==> src/rtl/cap_pkg.sv <==
package cap_pkg;

    // Request source encoding; the numeric values are part of the interface.
    typedef enum logic [1:0] {
        SRC_NONE   = 2'b00,
        SRC_WMARK  = 2'b01,
        SRC_SYNC   = 2'b10,
        SRC_RELOAD = 2'b11
    } req_src_e;

    // Per-slot control bits held alongside the stored value.
    typedef struct packed {
        logic full;
        logic done;
        logic flag;
        logic ovf;
    } slot_bits_t;

endpackage

==> src/rtl/cap_edge_sync.sv <==
module cap_edge_sync #(
    parameter int NUM_PINS = 3
) (
    input  logic                clk,
    input  logic                rst_n,
    input  logic [NUM_PINS-1:0] pins_i,
    output logic [NUM_PINS-1:0] rise_o,
    output logic [NUM_PINS-1:0] fall_o
);

    // Two synchronizing stages plus one history stage per pin.
    typedef struct packed {
        logic [NUM_PINS-1:0] meta;
        logic [NUM_PINS-1:0] stable;
        logic [NUM_PINS-1:0] prev;
    } sync_t;

    sync_t sync_d, sync_q;

    always_comb begin
        sync_d        = sync_q;
        sync_d.meta   = pins_i;
        sync_d.stable = sync_q.meta;
        sync_d.prev   = sync_q.stable;
    end

    always_ff @(posedge clk or negedge rst_n) begin
        if (!rst_n) sync_q <= '0;
        else        sync_q <= sync_d;
    end

    assign rise_o = sync_q.stable & ~sync_q.prev;
    assign fall_o = ~sync_q.stable & sync_q.prev;

endmodule

==> src/rtl/cap_slot.sv <==
module cap_slot
    import cap_pkg::*;
#(
    parameter int CNT_W = 16,
    parameter int CYC_W = 8
) (
    input  logic             clk,
    input  logic             rst_n,
    input  logic             arm_i,
    input  logic             freerun_i,
    input  logic             edge_i,
    input  logic [CNT_W-1:0] cnt_i,
    input  logic [CYC_W-1:0] cyc_i,
    input  logic             pop_i,
    input  logic             clr_i,
    output logic             full_o,
    output logic             flag_o,
    output logic             ovf_o,
    output logic [CNT_W-1:0] val_o,
    output logic [CYC_W-1:0] stamp_o
);

    typedef struct packed {
        slot_bits_t       bits;
        logic [CNT_W-1:0] val;
        logic [CYC_W-1:0] stamp;
    } slot_t;

    slot_t slot_d, slot_q;
    logic  take;
    logic  room;

    always_comb begin
        slot_d = slot_q;
        take   = arm_i && !slot_q.bits.done && edge_i;
        room   = !slot_q.bits.full || pop_i;

        if (pop_i) slot_d.bits.full = 1'b0;
        if (clr_i) slot_d.bits.flag = 1'b0;

        if (!arm_i) begin
            slot_d.bits.done = 1'b0;
            slot_d.bits.ovf  = 1'b0;
        end else if (take) begin
            if (room) begin
                slot_d.bits.full = 1'b1;
                slot_d.bits.flag = 1'b1;
                slot_d.bits.done = !freerun_i;
                slot_d.val       = cnt_i;
                slot_d.stamp     = cyc_i;
            end else begin
                slot_d.bits.ovf  = 1'b1;
            end
        end
    end

    always_ff @(posedge clk or negedge rst_n) begin
        if (!rst_n) slot_q <= '0;
        else        slot_q <= slot_d;
    end

    assign full_o  = slot_q.bits.full;
    assign flag_o  = slot_q.bits.flag;
    assign ovf_o   = slot_q.bits.ovf;
    assign val_o   = slot_q.val;
    assign stamp_o = slot_q.stamp;

endmodule

==> src/rtl/cap_req.sv <==
module cap_req
    import cap_pkg::*;
#(
    parameter int NREG = 6
) (
    input  logic            clk,
    input  logic            rst_n,
    input  req_src_e        src_i,
    input  logic [NREG-1:0] full_i,
    input  logic [NREG-1:0] de_i,
    input  logic            fand_i,
    input  logic            sync_i,
    input  logic            reload_i,
    input  logic            last_rd_i,
    output logic            req_o
);

    typedef struct packed {
        logic pend;
    } req_state_t;

    req_state_t st_d, st_q;
    logic wm_any, wm_all, wm_one, wm_hit;

    always_comb begin
        wm_any = |de_i;
        wm_all = &(full_i | ~de_i);
        wm_one = |(full_i & de_i);
        wm_hit = wm_any && (fand_i ? wm_all : wm_one);

        st_d = st_q;
        case (src_i)
            SRC_SYNC:   st_d.pend = sync_i   || (st_q.pend && !last_rd_i);
            SRC_RELOAD: st_d.pend = reload_i || (st_q.pend && !last_rd_i);
            default:    st_d.pend = 1'b0;
        endcase

        case (src_i)
            SRC_WMARK:             req_o = wm_hit;
            SRC_SYNC, SRC_RELOAD:  req_o = st_q.pend;
            default:               req_o = 1'b0;
        endcase
    end

    always_ff @(posedge clk or negedge rst_n) begin
        if (!rst_n) st_q <= '0;
        else        st_q <= st_d;
    end

endmodule

==> src/rtl/cap_unit.sv <==
module cap_unit
    import cap_pkg::*;
#(
    parameter int NUM_PINS = 3,
    parameter int CNT_W    = 16,
    parameter int CYC_W    = 8
) (
    input  logic                            clk,
    input  logic                            rst_n,
    input  logic [NUM_PINS-1:0]             pins_i,
    input  logic [CNT_W-1:0]                cnt_i,
    input  logic                            sync_i,
    input  logic                            reload_i,
    input  logic [NUM_PINS-1:0]             arm_i,
    input  logic [NUM_PINS-1:0]             freerun_i,
    input  logic [2*NUM_PINS-1:0]           dma_en_i,
    input  logic                            fand_i,
    input  logic [1:0]                      req_src_i,
    input  logic                            rd_en_i,
    input  logic [$clog2(4*NUM_PINS)-1:0]   rd_addr_i,
    output logic [CNT_W-1:0]                rd_data_o,
    output logic                            dma_req_o,
    output logic [2*NUM_PINS-1:0]           cap_flag_o,
    output logic [2*NUM_PINS-1:0]           ovf_o
);

    localparam int NREG  = 2 * NUM_PINS;
    localparam int NWORD = 2 * NREG;
    localparam int AW    = $clog2(NWORD);

    typedef struct packed {
        logic [CYC_W-1:0] cyc;
    } period_t;

    period_t per_d, per_q;

    logic [NUM_PINS-1:0] rise, fall;
    logic [NREG-1:0]     pop, clr, full;
    logic [CNT_W-1:0]    val_w   [NREG];
    logic [CYC_W-1:0]    stamp_w [NREG];
    logic                last_rd;

    // Period counter.
    always_comb begin
        per_d = per_q;
        if (reload_i) per_d.cyc = per_q.cyc + CYC_W'(1);
    end

    always_ff @(posedge clk or negedge rst_n) begin
        if (!rst_n) per_q <= '0;
        else        per_q <= per_d;
    end

    cap_edge_sync #(.NUM_PINS(NUM_PINS)) u_sync (
        .clk    (clk),
        .rst_n  (rst_n),
        .pins_i (pins_i),
        .rise_o (rise),
        .fall_o (fall)
    );

    // Read decode: value words pop, cycle words do not.
    always_comb begin
        pop = '0;
        clr = '0;
        for (int i = 0; i < NREG; i++) begin
            pop[i] = rd_en_i && (rd_addr_i == AW'(2 * i + 1));
            clr[i] = pop[i] && dma_en_i[i];
        end
        last_rd = rd_en_i && (rd_addr_i == AW'(NWORD - 1));
    end

    for (genvar g = 0; g < NREG; g++) begin : g_slot
        localparam int PIN = g / 2;
        logic edge_sel;

        if (g % 2 == 0) begin : g_rise
            assign edge_sel = rise[PIN];
        end else begin : g_fall
            assign edge_sel = fall[PIN];
        end

        cap_slot #(.CNT_W(CNT_W), .CYC_W(CYC_W)) u_slot (
            .clk       (clk),
            .rst_n     (rst_n),
            .arm_i     (arm_i[PIN]),
            .freerun_i (freerun_i[PIN]),
            .edge_i    (edge_sel),
            .cnt_i     (cnt_i),
            .cyc_i     (per_q.cyc),
            .pop_i     (pop[g]),
            .clr_i     (clr[g]),
            .full_o    (full[g]),
            .flag_o    (cap_flag_o[g]),
            .ovf_o     (ovf_o[g]),
            .val_o     (val_w[g]),
            .stamp_o   (stamp_w[g])
        );
    end

    // Read data mux.
    always_comb begin
        rd_data_o = '0;
        for (int i = 0; i < NREG; i++) begin
            if (rd_addr_i == AW'(2 * i))     rd_data_o = CNT_W'(stamp_w[i]);
            if (rd_addr_i == AW'(2 * i + 1)) rd_data_o = val_w[i];
        end
    end

    cap_req #(.NREG(NREG)) u_req (
        .clk       (clk),
        .rst_n     (rst_n),
        .src_i     (req_src_e'(req_src_i)),
        .full_i    (full),
        .de_i      (dma_en_i),
        .fand_i    (fand_i),
        .sync_i    (sync_i),
        .reload_i  (reload_i),
        .last_rd_i (last_rd),
        .req_o     (dma_req_o)
    );

endmodule

==> config.mk <==
export PLATFORM = sky130hd
export DESIGN_NAME = cap_unit
export DESIGN_NICKNAME = d
export VERILOG_FILES = /design/src/rtl/cap_pkg.sv /design/src/rtl/cap_edge_sync.sv /design/src/rtl/cap_slot.sv /design/src/rtl/cap_req.sv /design/src/rtl/cap_unit.sv
export SDC_FILE = /design/constraint.sdc
export NUM_CORES = 1
export LEC_CHECK = 0
export BUFFER_PORTS_ARGS = -buffer_cell sky130_fd_sc_hd__buf_2
export CORE_UTILIZATION = 60
export DETAILED_ROUTE_END_ITERATION = 10
export GPL_TIMING_DRIVEN = 0
export PLACE_DENSITY = 0.87
export SETUP_SLACK_MARGIN = 0.4
export SYNTH_ARGS = -nofsm -noshare
export SYNTH_HDL_FRONTEND = slang
export SYNTH_SLANG_ARGS = --single-unit
==> constraint.sdc <==
create_clock -name clk -period 3.9 [get_ports clk]
set_clock_uncertainty 0.05 [all_clocks]
set_input_delay 0.78 -clock clk [delete_from_list [all_inputs] [get_ports clk]]
set_output_delay 0.78 -clock clk [all_outputs]
set_load 0.01 [all_outputs]
==> results by group <==
Min path
  – Worst Hold Class: in2async

STA
  – Final hold viol count: 0
  – RSZ-0062 raised after global routing: true
  – Max-slew headroom: 54.8%
  – Fin crit share: 90.6%
  – Fin Setup TNS: 0 ps
  – Endpoints failing setup: 0
  – Slew at the pin closest to its max-slew limit: 679 ps
  – Max Slew Vio Count: 0
  – Final min period: 3530 ps
  – Fmax achieved: 0.283 GHz
  – Min Hold Slack: 226 ps

Synth
  – Ys Warns: 0
  – Most used DFF post-synth: dfrtp_1
  – Netlist cell types: 53
  – Flops & latches, synth: 186
  – Share of flip-flops with an asynchronous set or reset: 100%
  – Cell area after synthesis: about 8400 sq um
  – Net count after synthesis: 720
  – Gate Count Post-Synth: 676
  – Seq/Total Area, Yosys: 55.5%
  – Mapped Avg Cell Area: between 10 and 15 sq um
  – Post-synth EDFFs: 0

Clock network
  – H-Tree Depth: 4
  – Clk slew on worst S/H paths: around 70 ps
  – Clk sink count: 186
  – CTS hold repair buffers: 0
  – Clk_lat worst skew: 450 ps
  – CTS tree: done
  – TritonCTS buffer count: 17
  – Clock buffer depth: 2
  – CTS Root Cell: clkbuf_16

Worst setup path
  – Crit path max fanout: 10
  – Worst EP arrival: ~2700 ps
  – Cell count along the critical path: 8
  – CP top delay family: compound AO/OA/AOI/OAI gates
  – CP Capture Type: output pin
  – CP cell instances: buf_2 -> clkbuf_2 -> nand3b_1 -> buf_4 -> o311ai_1 -> a222oi_1 -> a211o_1 -> buf_2
  – Startpoint types: primary input
  – Worst setup path category: in2out
  – Most common cell type on the critical path: buf_2
  – CP max-delay cell: o311ai_1
  – R2R depth: 4
  – Worst Path Buf+Inv: 4
  – Largest stage delay on the critical path: 460 ps
  – Critical Path RT: 3070 ps

Die
  – IO Pins: 72
  – Area of the core: 13500 sq um
  – Initial core utilization: 62.3%
  – Die area: ~14000 sq um
  – Die X: 120 um
  – Cell row count: 42
  – Die height: 120 um

Job
  – Max Cap Violations: 0

Route
  – Vias: 6202
  – Initial DRC Count: 648
  – Via density: about 6.5
  – Routed Antenna Nets: 0
  – DR WL/cell: between 20 and 25 um
  – Router iterations before antenna repair: 7
  – Final WL: 21700 um
  – # DRC: 0

Pwr
  – VDD IR max: 421 uV
  – NetSw: 1.73 mW
  – P_int: approximately 4.3 mW
  – Switching Fraction: 28.7%
  – Power per standard cell area: 627 nW/um^2
  – Seq pwr share: a little under 50%
  – Clock power share: a little under 30%
  – Power share of the combinational group: between 20% and 30%
  – Static leakage: 4.49 nW

Final layout
  – Commonest non-fill, non-tap cells in the layout: 186 x dfrtp_1, 144 x mux2_2, 82 x buf_2
  – # nets final: just over 800
  – Layout cells sized above 1: 39.3%
  – Final core utilization: 71.8%
  – Most common cell after layout, fill and taps aside: dfrtp_1
  – Layout area overhead: 15.1%
  – Ant diodes: 0
  – Final instance area: 9660 sq um
  – # fillers: 905

Status
  – Status: complete, no violations

Global routing
  – Vias in the first global route: roughly 6300
  – GR Util All Layers: 31.8%
  – First-pass GRT wire length: 33900 um
  – Antenna violations before repair: 0
  – Largest net degree at the start of global routing: 113
  – GRT overflow: 0

Placement
  – DP Area: between 8000 and 9000 sq um
  – Dpl hpwl: 14000 um
  – GP Congestion: 0.899
  – IO buf count: 67
state kept, by name, indices dropped and copies added, names as in the netlist:
name and count:
u_sync.sync_q 3, g_slot.u_slot.full_o 6, per_q 8, u_req.st_q 1, g_slot.u_slot.flag_o 6, g_slot.u_slot.ovf_o 6
g_slot.u_slot.stamp_o 48, g_slot.u_slot.slot_q 6, u_sync.sync_d 6, g_slot.u_slot.val_o 96
cell families (layout without fill, tap and decap cells):
family | after synthesis | count (layout) | synth area share (%)
and+or+nand+nor | 128 | 128 | 7.65
DFF | 186 | 186 | 55.5
adders and majority gates | 1 | 1 | 0.149
muxes | 156 | 156 | 20.9
buffers and inverters | 79 | 180 | 4.86
AOI/OAI and AO/OA | 119 | 119 | 10.1
xor gates and xnor gates | 7 | 7 | 0.731
layout make-up:
| cell class | instances | area, sq um | share of cell area, % |
|---|---|---|---|
| well taps | 176 | 220 | 2.28 |
| repair buffers | 71 | 395 | 4.09 |
| multi-input cells | 411 | 3380 | 35.0 |
| clock inverters | 10 | 141 | 1.46 |
| inverters | 21 | 78.8 | 0.816 |
| flip-flops and latches | 186 | 4650 | 48.2 |
| plain buffers | 58 | 343 | 3.55 |
| clock buffers | 20 | 447 | 4.63 |
timing repair:
action                     in CTS  in global routing
pin swaps                       5                  4
hold endpoints to repair        0                  0
setup buffers                   2                  1
setup endpoints to repair      16                 14
resized for setup              15                 10
worst paths after layout:
check	startpoint	endpoint	slack (ps)
max	rd_addr_i[1]	rd_data_o[1]	370
min	rst_n	g_slot[0].u_slot.ovf_o$_DFFE_PN0P_	230
max reg2reg	u_sync.sync_d[2]$_DFF_PN0_	g_slot[5].u_slot.stamp_o[6]$_DFFE_PN0P_	1730
min reg2reg	u_sync.sync_d[4]$_DFF_PN0_	u_sync.sync_d[1]$_DFF_PN0_	300
max in group asynchronous	rst_n	g_slot[5].u_slot.val_o[12]$_DFFE_PN0P_	2630
min in group clk	u_sync.sync_d[4]$_DFF_PN0_	u_sync.sync_d[1]$_DFF_PN0_	300
per-stage QoR:
step	worst slack (ps)	instances	power (mW)
finish	367	953	6.05
global route	379	953	6.30
floorplan	886	676	3.80
detailed placement	45.8	920	4.25
CTS	416	952	6.02
global placement	-664	919	4.11
power groups by stage:
stage / Combinational, mW / Clock (mW) / Sequential [mW]
floorplan: 0.943 / 0 / 2.86
global placement: 1.18 / 0 / 2.93
detailed placement: 1.27 / 0 / 2.99
CTS: 1.30 / 1.75 / 2.97
global route: 1.42 / 1.83 / 3.05
finish: 1.31 / 1.75 / 2.99
per-layer routing:
metal	GRT usage, %	vias up	wire, um	part of all wire (%)
li1	-	2631	-	-
met1	38.5	3102	8200	38
met2	52.2	389	10600	49
met3	8.63	80	1980	9.1
met4	16.4	0	983	4.5
met5	0	-	0	0
Yosys cell counts (6+ instances only):
| cell | instances | share of area [%] |
|---|---|---|
| a211o_1 | 8 | 0.84 |
| a21oi_1 | 11 | 0.66 |
| a222oi_1 | 23 | 2.7 |
| buf_2 | 18 | 1.1 |
| buf_4 | 15 | 1.3 |
| clkbuf_1 | 17 | 0.76 |
| dfrtp_1 | 186 | 56 |
| inv_1 | 21 | 0.94 |
| mux2_2 | 144 | 19 |
| mux2i_1 | 9 | 1.1 |
| nand2_1 | 58 | 2.6 |
| nand2b_1 | 6 | 0.45 |
| nand3_1 | 8 | 0.48 |
| nor2_1 | 22 | 0.98 |
| nor2b_1 | 6 | 0.45 |
| o211ai_1 | 12 | 1.1 |
| o21ai_0 | 34 | 2.0 |
| o22ai_1 | 12 | 0.90 |
Power figures use the tool's default switching activity.
